[src/rtl/lkm_pkg.sv]
package lkm_pkg;
  localparam int unsigned BYTE_W         = 8;
  localparam int unsigned BYTES_PER_PAGE = 4;
  localparam int unsigned DATA_W         = BYTE_W * BYTES_PER_PAGE;
  localparam int unsigned LOCK_VEC_W     = 16;
  localparam int unsigned SERIAL_PAGES   = 2;
  localparam int unsigned LOCK_PAGE      = 2;
  localparam int unsigned OTP_PAGE       = 3;
  localparam int unsigned FIRST_LOCKABLE = 3;
  localparam int unsigned LAST_LOCKABLE  = 15;
  localparam int unsigned NUM_BLOCKS     = 3;

  typedef enum logic [1:0] {
    WK_REJECT = 2'd0,
    WK_LOCK   = 2'd1,
    WK_OTP    = 2'd2,
    WK_PLAIN  = 2'd3
  } wr_kind_e;

  // Page lock bits that a given block-lock field holds frozen
  function automatic logic [LOCK_VEC_W-1:0] freeze_mask(input logic [NUM_BLOCKS-1:0] bl);
    logic [LOCK_VEC_W-1:0] m;
    m = '0;
    for (int i = 0; i < LOCK_VEC_W; i++) begin
      if (i == 3)                m[i] = bl[0];
      else if (i >= 4 && i <= 9) m[i] = bl[1];
      else if (i >= 10)          m[i] = bl[2];
    end
    return m;
  endfunction
endpackage

[src/rtl/lkm_page_decode.sv]
module lkm_page_decode
  import lkm_pkg::*;
#(
  parameter int unsigned PAGE_W    = 6,
  parameter int unsigned NUM_PAGES = 20
) (
  input  logic [PAGE_W-1:0]     page,
  input  logic [LOCK_VEC_W-1:0] lock_vec,
  output logic                  locked,
  output wr_kind_e              kind
);
  localparam int unsigned CMP_W = PAGE_W + 1;

  logic in_range, serial, lockable, lock_hit;
  logic [3:0] bit_idx;

  always_comb begin
    in_range = ({1'b0, page} < CMP_W'(NUM_PAGES));
    serial   = (page < PAGE_W'(SERIAL_PAGES));
    lockable = (page >= PAGE_W'(FIRST_LOCKABLE)) && (page <= PAGE_W'(LAST_LOCKABLE));
    bit_idx  = page[3:0];
    lock_hit = lockable && lock_vec[bit_idx];
    locked   = !in_range || serial || lock_hit;
    if (locked)                          kind = WK_REJECT;
    else if (page == PAGE_W'(LOCK_PAGE)) kind = WK_LOCK;
    else if (page == PAGE_W'(OTP_PAGE))  kind = WK_OTP;
    else                                 kind = WK_PLAIN;
  end
endmodule

[src/rtl/lkm_lock_bank.sv]
module lkm_lock_bank
  import lkm_pkg::*;
(
  input  logic                  clk,
  input  logic                  rst,
  input  logic                  upd,
  input  logic [LOCK_VEC_W-1:0] din,
  output logic [LOCK_VEC_W-1:0] merged,
  output logic [LOCK_VEC_W-1:0] lock_q
);
  logic [LOCK_VEC_W-1:0] frz;

  always_comb begin
    frz    = freeze_mask(lock_q[NUM_BLOCKS-1:0]);
    merged = lock_q | (din & ~frz);
  end

  always_ff @(posedge clk) begin
    if (rst)      lock_q <= '0;
    else if (upd) lock_q <= merged;
  end
endmodule

[src/rtl/lkm_otp_reg.sv]
module lkm_otp_reg
  import lkm_pkg::*;
(
  input  logic              clk,
  input  logic              rst,
  input  logic              upd,
  input  logic [DATA_W-1:0] din,
  output logic [DATA_W-1:0] merged,
  output logic [DATA_W-1:0] otp_q
);
  assign merged = otp_q | din;

  always_ff @(posedge clk) begin
    if (rst)      otp_q <= '0;
    else if (upd) otp_q <= merged;
  end
endmodule

[src/rtl/lkm_merge_unit.sv]
module lkm_merge_unit
  import lkm_pkg::*;
#(
  parameter int unsigned PAGE_W    = 6,
  parameter int unsigned NUM_PAGES = 20
) (
  input  logic                      clk,
  input  logic                      rst,
  input  logic                      wr_req,
  input  logic [PAGE_W-1:0]         wr_page,
  input  logic [DATA_W-1:0]         wr_data,
  input  logic [PAGE_W-1:0]         qry_page,
  output logic                      qry_locked,
  output logic                      arr_we,
  output logic [PAGE_W-1:0]         arr_page,
  output logic [BYTES_PER_PAGE-1:0] arr_be,
  output logic [DATA_W-1:0]         arr_wdata,
  output logic                      resp_valid,
  output logic                      resp_ack
);
  localparam int unsigned HALF_W = DATA_W / 2;

  logic [LOCK_VEC_W-1:0] lock_vec, lock_merged;
  logic [DATA_W-1:0]     otp_q, otp_merged;
  logic                  wr_locked, accept;
  wr_kind_e              wr_kind, qry_kind;

  lkm_page_decode #(.PAGE_W(PAGE_W), .NUM_PAGES(NUM_PAGES)) u_wdec (
    .page(wr_page), .lock_vec(lock_vec), .locked(wr_locked), .kind(wr_kind));

  lkm_page_decode #(.PAGE_W(PAGE_W), .NUM_PAGES(NUM_PAGES)) u_qdec (
    .page(qry_page), .lock_vec(lock_vec), .locked(qry_locked), .kind(qry_kind));

  assign accept = wr_req && !wr_locked;

  lkm_lock_bank u_lock (
    .clk(clk), .rst(rst), .upd(accept && wr_kind == WK_LOCK),
    .din(wr_data[DATA_W-1:HALF_W]), .merged(lock_merged), .lock_q(lock_vec));

  lkm_otp_reg u_otp (
    .clk(clk), .rst(rst), .upd(accept && wr_kind == WK_OTP),
    .din(wr_data), .merged(otp_merged), .otp_q(otp_q));

  always_ff @(posedge clk) begin
    if (rst) begin
      arr_we     <= 1'b0;
      arr_page   <= '0;
      arr_be     <= '0;
      arr_wdata  <= '0;
      resp_valid <= 1'b0;
      resp_ack   <= 1'b0;
    end else begin
      arr_we     <= accept;
      resp_valid <= wr_req;
      resp_ack   <= accept;
      if (wr_req) begin
        arr_page <= wr_page;
        unique case (wr_kind)
          WK_LOCK: begin
            arr_be    <= 4'b1100;
            arr_wdata <= {lock_merged, {HALF_W{1'b0}}};
          end
          WK_OTP: begin
            arr_be    <= '1;
            arr_wdata <= otp_merged;
          end
          WK_PLAIN: begin
            arr_be    <= '1;
            arr_wdata <= wr_data;
          end
          default: begin
            arr_be    <= '0;
            arr_wdata <= '0;
          end
        endcase
      end
    end
  end
endmodule

[config.mk]
export PLATFORM = sky130hd
export DESIGN_NAME = lkm_merge_unit
export DESIGN_NICKNAME = d
export VERILOG_FILES = /design/src/rtl/lkm_pkg.sv /design/src/rtl/lkm_page_decode.sv /design/src/rtl/lkm_lock_bank.sv /design/src/rtl/lkm_otp_reg.sv /design/src/rtl/lkm_merge_unit.sv
export SDC_FILE = /design/constraint.sdc
export NUM_CORES = 1
export LEC_CHECK = 0
export CAP_MARGIN = 20
export CORE_MARGIN = 5
export CORE_UTILIZATION = 50
export CTS_CLUSTER_SIZE = 8
export DETAILED_ROUTE_END_ITERATION = 8
export PLACE_DENSITY = 0.78
export SLEW_MARGIN = 40
export SYNTH_ARGS = -nofsm -noshare
export SYNTH_HDL_FRONTEND = slang
export SYNTH_SLANG_ARGS = --single-unit
[constraint.sdc]
create_clock -name clk -period 2.25 [get_ports clk]
set_input_delay 0.45 -clock clk [delete_from_list [all_inputs] [get_ports clk]]
set_output_delay 0.45 -clock clk [all_outputs]
set_load 0.01 [all_outputs]
==> Word-level counts from Yosys, hierarchy flattened <==
Cells that the tools add are included.
{ "totals": {"reg_bits": 92, "word_cells": 50, "in_bits": 47} }
{ "classes": {"bitwise_logic": 4, "mux": 9, "n_reduce_logical": 15, "eq_ne": 5, "magnitude_cmp": 10} }
{ "ops": {"columns": ["op", "count"], "rows": [
  ["case mux 32 bit (3 select lines)", 1],
  ["OR 32 bit", 1],
  ["AND 16 bit", 1],
  ["inverter 16 bit", 1],
  ["OR 16 bit", 1],
  ["equality test 6 x 2 -> 1 bit (second input constant)", 2],
  ["greater-or-equal comparator 6 x 2 -> 1 bit (second input constant)", 2],
  ["less-or-equal comparator 6 x 4 -> 1 bit (second input constant)", 2],
  ["< comparator 6 x 2 -> 1 bit (second input constant)", 2],
  ["< comparator 6 x 5 -> 1 bit (second input constant)", 2],
  ["< comparator 4 x 5 -> 1 bit (second input constant)", 2],
  ["binary-select mux 1 bit (select 4 bit)", 2],
  ["case mux 4 bit (2 select lines)", 1],
  ["logical AND 1 bit", 7],
  ["equality test 2 bit (second input constant)", 2],
  ["logical OR 1 bit", 4],
  ["two-way mux 2 bit", 2],
  ["zero test 1 bit", 3],
  ["two-way mux 1 bit", 3],
  ["equality test 2 x 1 -> 1 bit (second input constant)", 1],
  ["OR reduction 2 bit", 1]
]} }

==> Logic depth before layout (Yosys ltp) <==
{ "depth": {"word_depth": 8, "ltp_mapped": 7} }

==> Cells and area by module <==
From an unflattened synthesis, not the netlist that was laid out.
{ "unflattened": {"cells_unflattened": 492, "area_unflattened_um2": 4443.0} }
{ "modules_own_cells": {"columns": ["mod", "cells_per_inst", "area_per_inst_um2", "n_inst", "seq_area_each_um2"], "rows": [
  ["lkm_merge_unit", 216, 2075.7, 1, 840.8],
  ["lkm_otp_reg", 134, 1169.9, 1, 640.6],
  ["lkm_lock_bank", 84, 779.5, 1, 320.3],
  ["lkm_page_decode", 29, 209.0, 2, 0.0]
]} }

==> Least setup slack after synthesis <==
OpenSTA, ideal clock, no wires.
{ "synth_timing": {"path_type": "input port to output port", "start": "input port qry_page[0]", "end": "output port qry_locked", "slack_ps": 184, "cell_stages": 4, "arrival_ps": 1616, "path_cell_list": "mux4_2 mux4_2 o21ai_0 nand2b_1"} }
{ "synth_via": {"elab_chain_len": 4} }
{ "synth_rtl": {"columns": ["item", "line", "text"], "rows": [
  ["start, declared", "lkm_merge_unit.sv:12", "input logic [PAGE_W-1:0] qry_page,"],
  ["< comparator 6 x 5 -> 1 bit, or another cell as far along", "lkm_page_decode.sv:18", "in_range = ({1'b0, page} < CMP_W'(NUM_PAGES));"],
  ["zero test 1 bit, or another cell as far along", "lkm_page_decode.sv:23", "locked = !in_range || serial || lock_hit;"],
  ["logical OR 1 bit or logical AND 1 bit (tied branches)", "lkm_page_decode.sv:23, lkm_page_decode.sv:22", null],
  ["logical OR 1 bit *", "lkm_page_decode.sv:23", null],
  ["end, declared", "lkm_merge_unit.sv:13", "output logic qry_locked,"]
]} }
Every way passes the cells marked *; elsewhere a longest branch is shown, timed or not. The select of a mux whose other input is x is not followed.

==> Worst setup path after layout <==
{ "layout_timing": {"start": "register u_lock.lock_q[13]", "end": "output port qry_locked"} }
{ "layout_via": {"elab_chain_len": 4} }
{ "layout_rtl": {"columns": ["item", "line", "text"], "rows": [
  ["start, declared", "lkm_lock_bank.sv:9", "output logic [LOCK_VEC_W-1:0] lock_q"],
  ["start signal, assigned", "lkm_lock_bank.sv:20", "else if (upd) lock_q <= merged;"],
  ["binary-select mux 1 bit (select 4 bit)", "lkm_page_decode.sv:22", "lock_hit = lockable && lock_vec[bit_idx];"],
  ["two-way mux 1 bit (not written as such)", "lkm_page_decode.sv:22", null],
  ["logical AND 1 bit", "lkm_page_decode.sv:22", null],
  ["logical OR 1 bit", "lkm_page_decode.sv:23", null]
]} }
Every way passes these cells. The select of a mux whose other input is x is not followed.

==> flow_summary.yaml <==
drt:
  vias: 4028
  first_pass_iters: 5
  wl_per_cell_um: 18.0
  drcViolationCount: 0
  antenna_left: 0
  wl_um: 11600
  drt_iter0_drc: 353
  routed_via_density: 6.27
setup_path:
  cp.arrival_ps: 1980
  endpoint_kind: "primary output"
  cp_max_fo: 4
  startpoint_type: "flip-flop"
  required_ps: 1800
  r2r_start: "u_lock.lock_q[7]"
  reg2reg_to: "u_otp.otp_q[4]"
  crit_type: "reg2out"
  r2r_cells: 6
  r2r_slack_ps: 310
clocking:
  path_clk_slew_ps: 90
  cts_made_buffers: 9
  numClockSinks: 90
  clk_path_buf_depth: 2
  cts_tree: "done"
  cts_max_level: 3
  clockRootBuffer: "clkbuf_8"
  cts_setup_buffers: 0
  clk_latency_ps: 360
place:
  dp_hpwl_um: 8260
  pre_cts_ws_ps: -965
  gp_congestion: 0.870
  dpl-instance-area_sq_um: 5340
  dp_cells: 626
  port_buffers: 92
die:
  fp-row-count: 32
  die_w_um: 99.4
  die_area_sq_um: 9890
  fp.dieH_um: 99.4
  num_io_pins: 93
  initial_core_util_pct: 51.5
  core_region_area_sq_um: 7770
finish:
  drive_gt1_share_pct: 17.2
  design_area_sq_um: 5510
  final_util_pct: 70.9
  nets: 582
  layout.cells.non_filler: 642
  insertedDiodeCount: 0
  syn_to_final_growth_pct: 37.8
sta:
  slew_viol_final: 0
  hold_viol: 0
  skew_ps: 14.3
  finalSetupViolations: 1
  fin_tns_setup_ps: -181
  holdWs_ps: 402
  setup_ws_ps: -181
  worstMarginPinSlew_ps: 627
  fin_crit_ps: 2430
  fmax_mhz: 411
  post-route-period-util_pct: 108
  rsz0062_at_grt: "yes"
  slew_headroom_pct: 57.8
global_routing:
  grt-busiest-layer: "met2"
  antenna_found_initial: 0
  grt_pass1_vias: 3830
  grt_use_met1_pct: 30.6
  use_met2_pct: 38.4
  grt_usage_pct: 23.6
  grt_overflow_total: 0
  grt_pass1_wl_um: 19000
  grt_max_degree: 44
  met3_usage_pct: 5.68
synthesis:
  synth_edf_count: 0
  yosysSeqAreaShare_pct: 45.1
  synth.net_count: 471
  yosysUniqueCellTypes: 42
  synthFlopType: "dfxtp_1"
  netlist_area_sq_um: 4000
  synth_cells: 424
  synth-async-reset-ratio_pct: 0
  synthTopCellsByCount: "dfxtp_1, o21ai_0, nor2_1, a32o_1, clkbuf_1"
  synthTopCellsByArea: "dfxtp_1, a32o_1, o21ai_0, a32oi_1, mux4_2"
  synth_warnings: 0
  yosysTopAreaCell: "dfxtp_1"
  avgSynthCellArea_sq_um: 9.43
  synth_top_area_share_pct: 45.1
  synth_most_common_cell: "dfxtp_1"
  yosys_register_bits: 90
worst_hold_path:
  hold_class: "in2reg"
  min_from: "wr_req"
  hold_depth: 2
  min_to: "resp_valid"
pwr:
  total_power_mw: 3.09
  cellLeakagePower_nw: 1.98
  p_per_area_nw_per_um2: 560
  vdd_ir_drop_max_mv: 0.585
run_status:
  status: "complete, but fails checks"
  violations: "setup timing"
flow_run:
  maxCapViolations: 0
==> layout make-up <==
| class | count | area [sq um] |
|---|---|---|
| multi-input combinational | 285 | 2000 |
| tap | 102 | 128 |
| sequential | 90 | 1810 |
| clock inverter | 6 | 41.3 |
| timing repair buffer | 145 | 1390 |
| fill | 603 | 2260 |
| inverter | 4 | 15.0 |
| clock buffer | 10 | 128 |
==> worst max-delay path: stages (launching register included) <==
cell      delay (ps)
dfxtp_4          370
mux4_2           440
mux4_2           490
o21ai_2          130
nand2b_1          60
buf_2            140
==> sequential cells by signal (all words and copies together), names as in the netlist <==
register       flops
arr_be             2
resp_ack           1
resp_valid         1
arr_wdata         32
u_lock.lock_q     16
arr_page           6
u_otp.otp_q       32
==> cells in the final DEF, fill, tap and decap left out, drive strengths merged, types with 8 or more instances in the layout <==
cell,count
nor2,30
o211ai,8
dfxtp,90
clkdlybuf4s50,88
clkbuf,10
nor2b,17
nand2,22
a32o,29
o22a,8
nor3,8
a32oi,17
nand4,9
a21oi,20
buf,56
a31oi,17
o21ai,42
mux2i,8
==> power breakdown <==
part	switching [mW]	leakage [nW]	internal (mW)	total, mW
sequential	0.0222	0.731	1.63	1.65
combinational	0.215	1.16	0.239	0.455
clock	0.579	0.0904	0.404	0.983
==> per-layer routing <==
metal | up-vias | routed length, um
met1 | 1942 | 4910
met3 | 28 | 860
li1 | 1865 | -
met5 | - | 0
met2 | 193 | 5480
met4 | 0 | 332
==> cell families (layout without fill, tap and decap cells) <==
family                 count (synthesis)  in the layout  synth area share, %
and+or+nand+nor                      104            104                 13.5
buffers and inverters                 49            165                 5.57
AOI/OAI and AO/OA                    167            167                 30.5
muxes                                 14             14                 5.38
DFF                                   90             90                 45.1
==> how the worst max path moves through the flow <==
stage / start / endpoint / slack [ps] / cells past startpoint
after floorplan: qry_page[0] / qry_locked / 180 / 4
after global placement: qry_page[0] / qry_locked / -920 / 6
after detailed placement: qry_page[0] / qry_locked / -960 / 6
after CTS: u_lock.lock_q[15] / qry_locked / -180 / 5
after global routing: u_lock.lock_q[13] / qry_locked / -250 / 5
final: u_lock.lock_q[13] / qry_locked / -180 / 5
==> repair_timing <==
item / in CTS / in global routing
gates resized for setup: 12 / 6
gates cloned: 0 / 0
pin swaps: 1 / 1
setup endpoints to repair: 1 / 13
hold buffers: 0 / 0
Note: power is estimated with default switching activity, not from simulation.
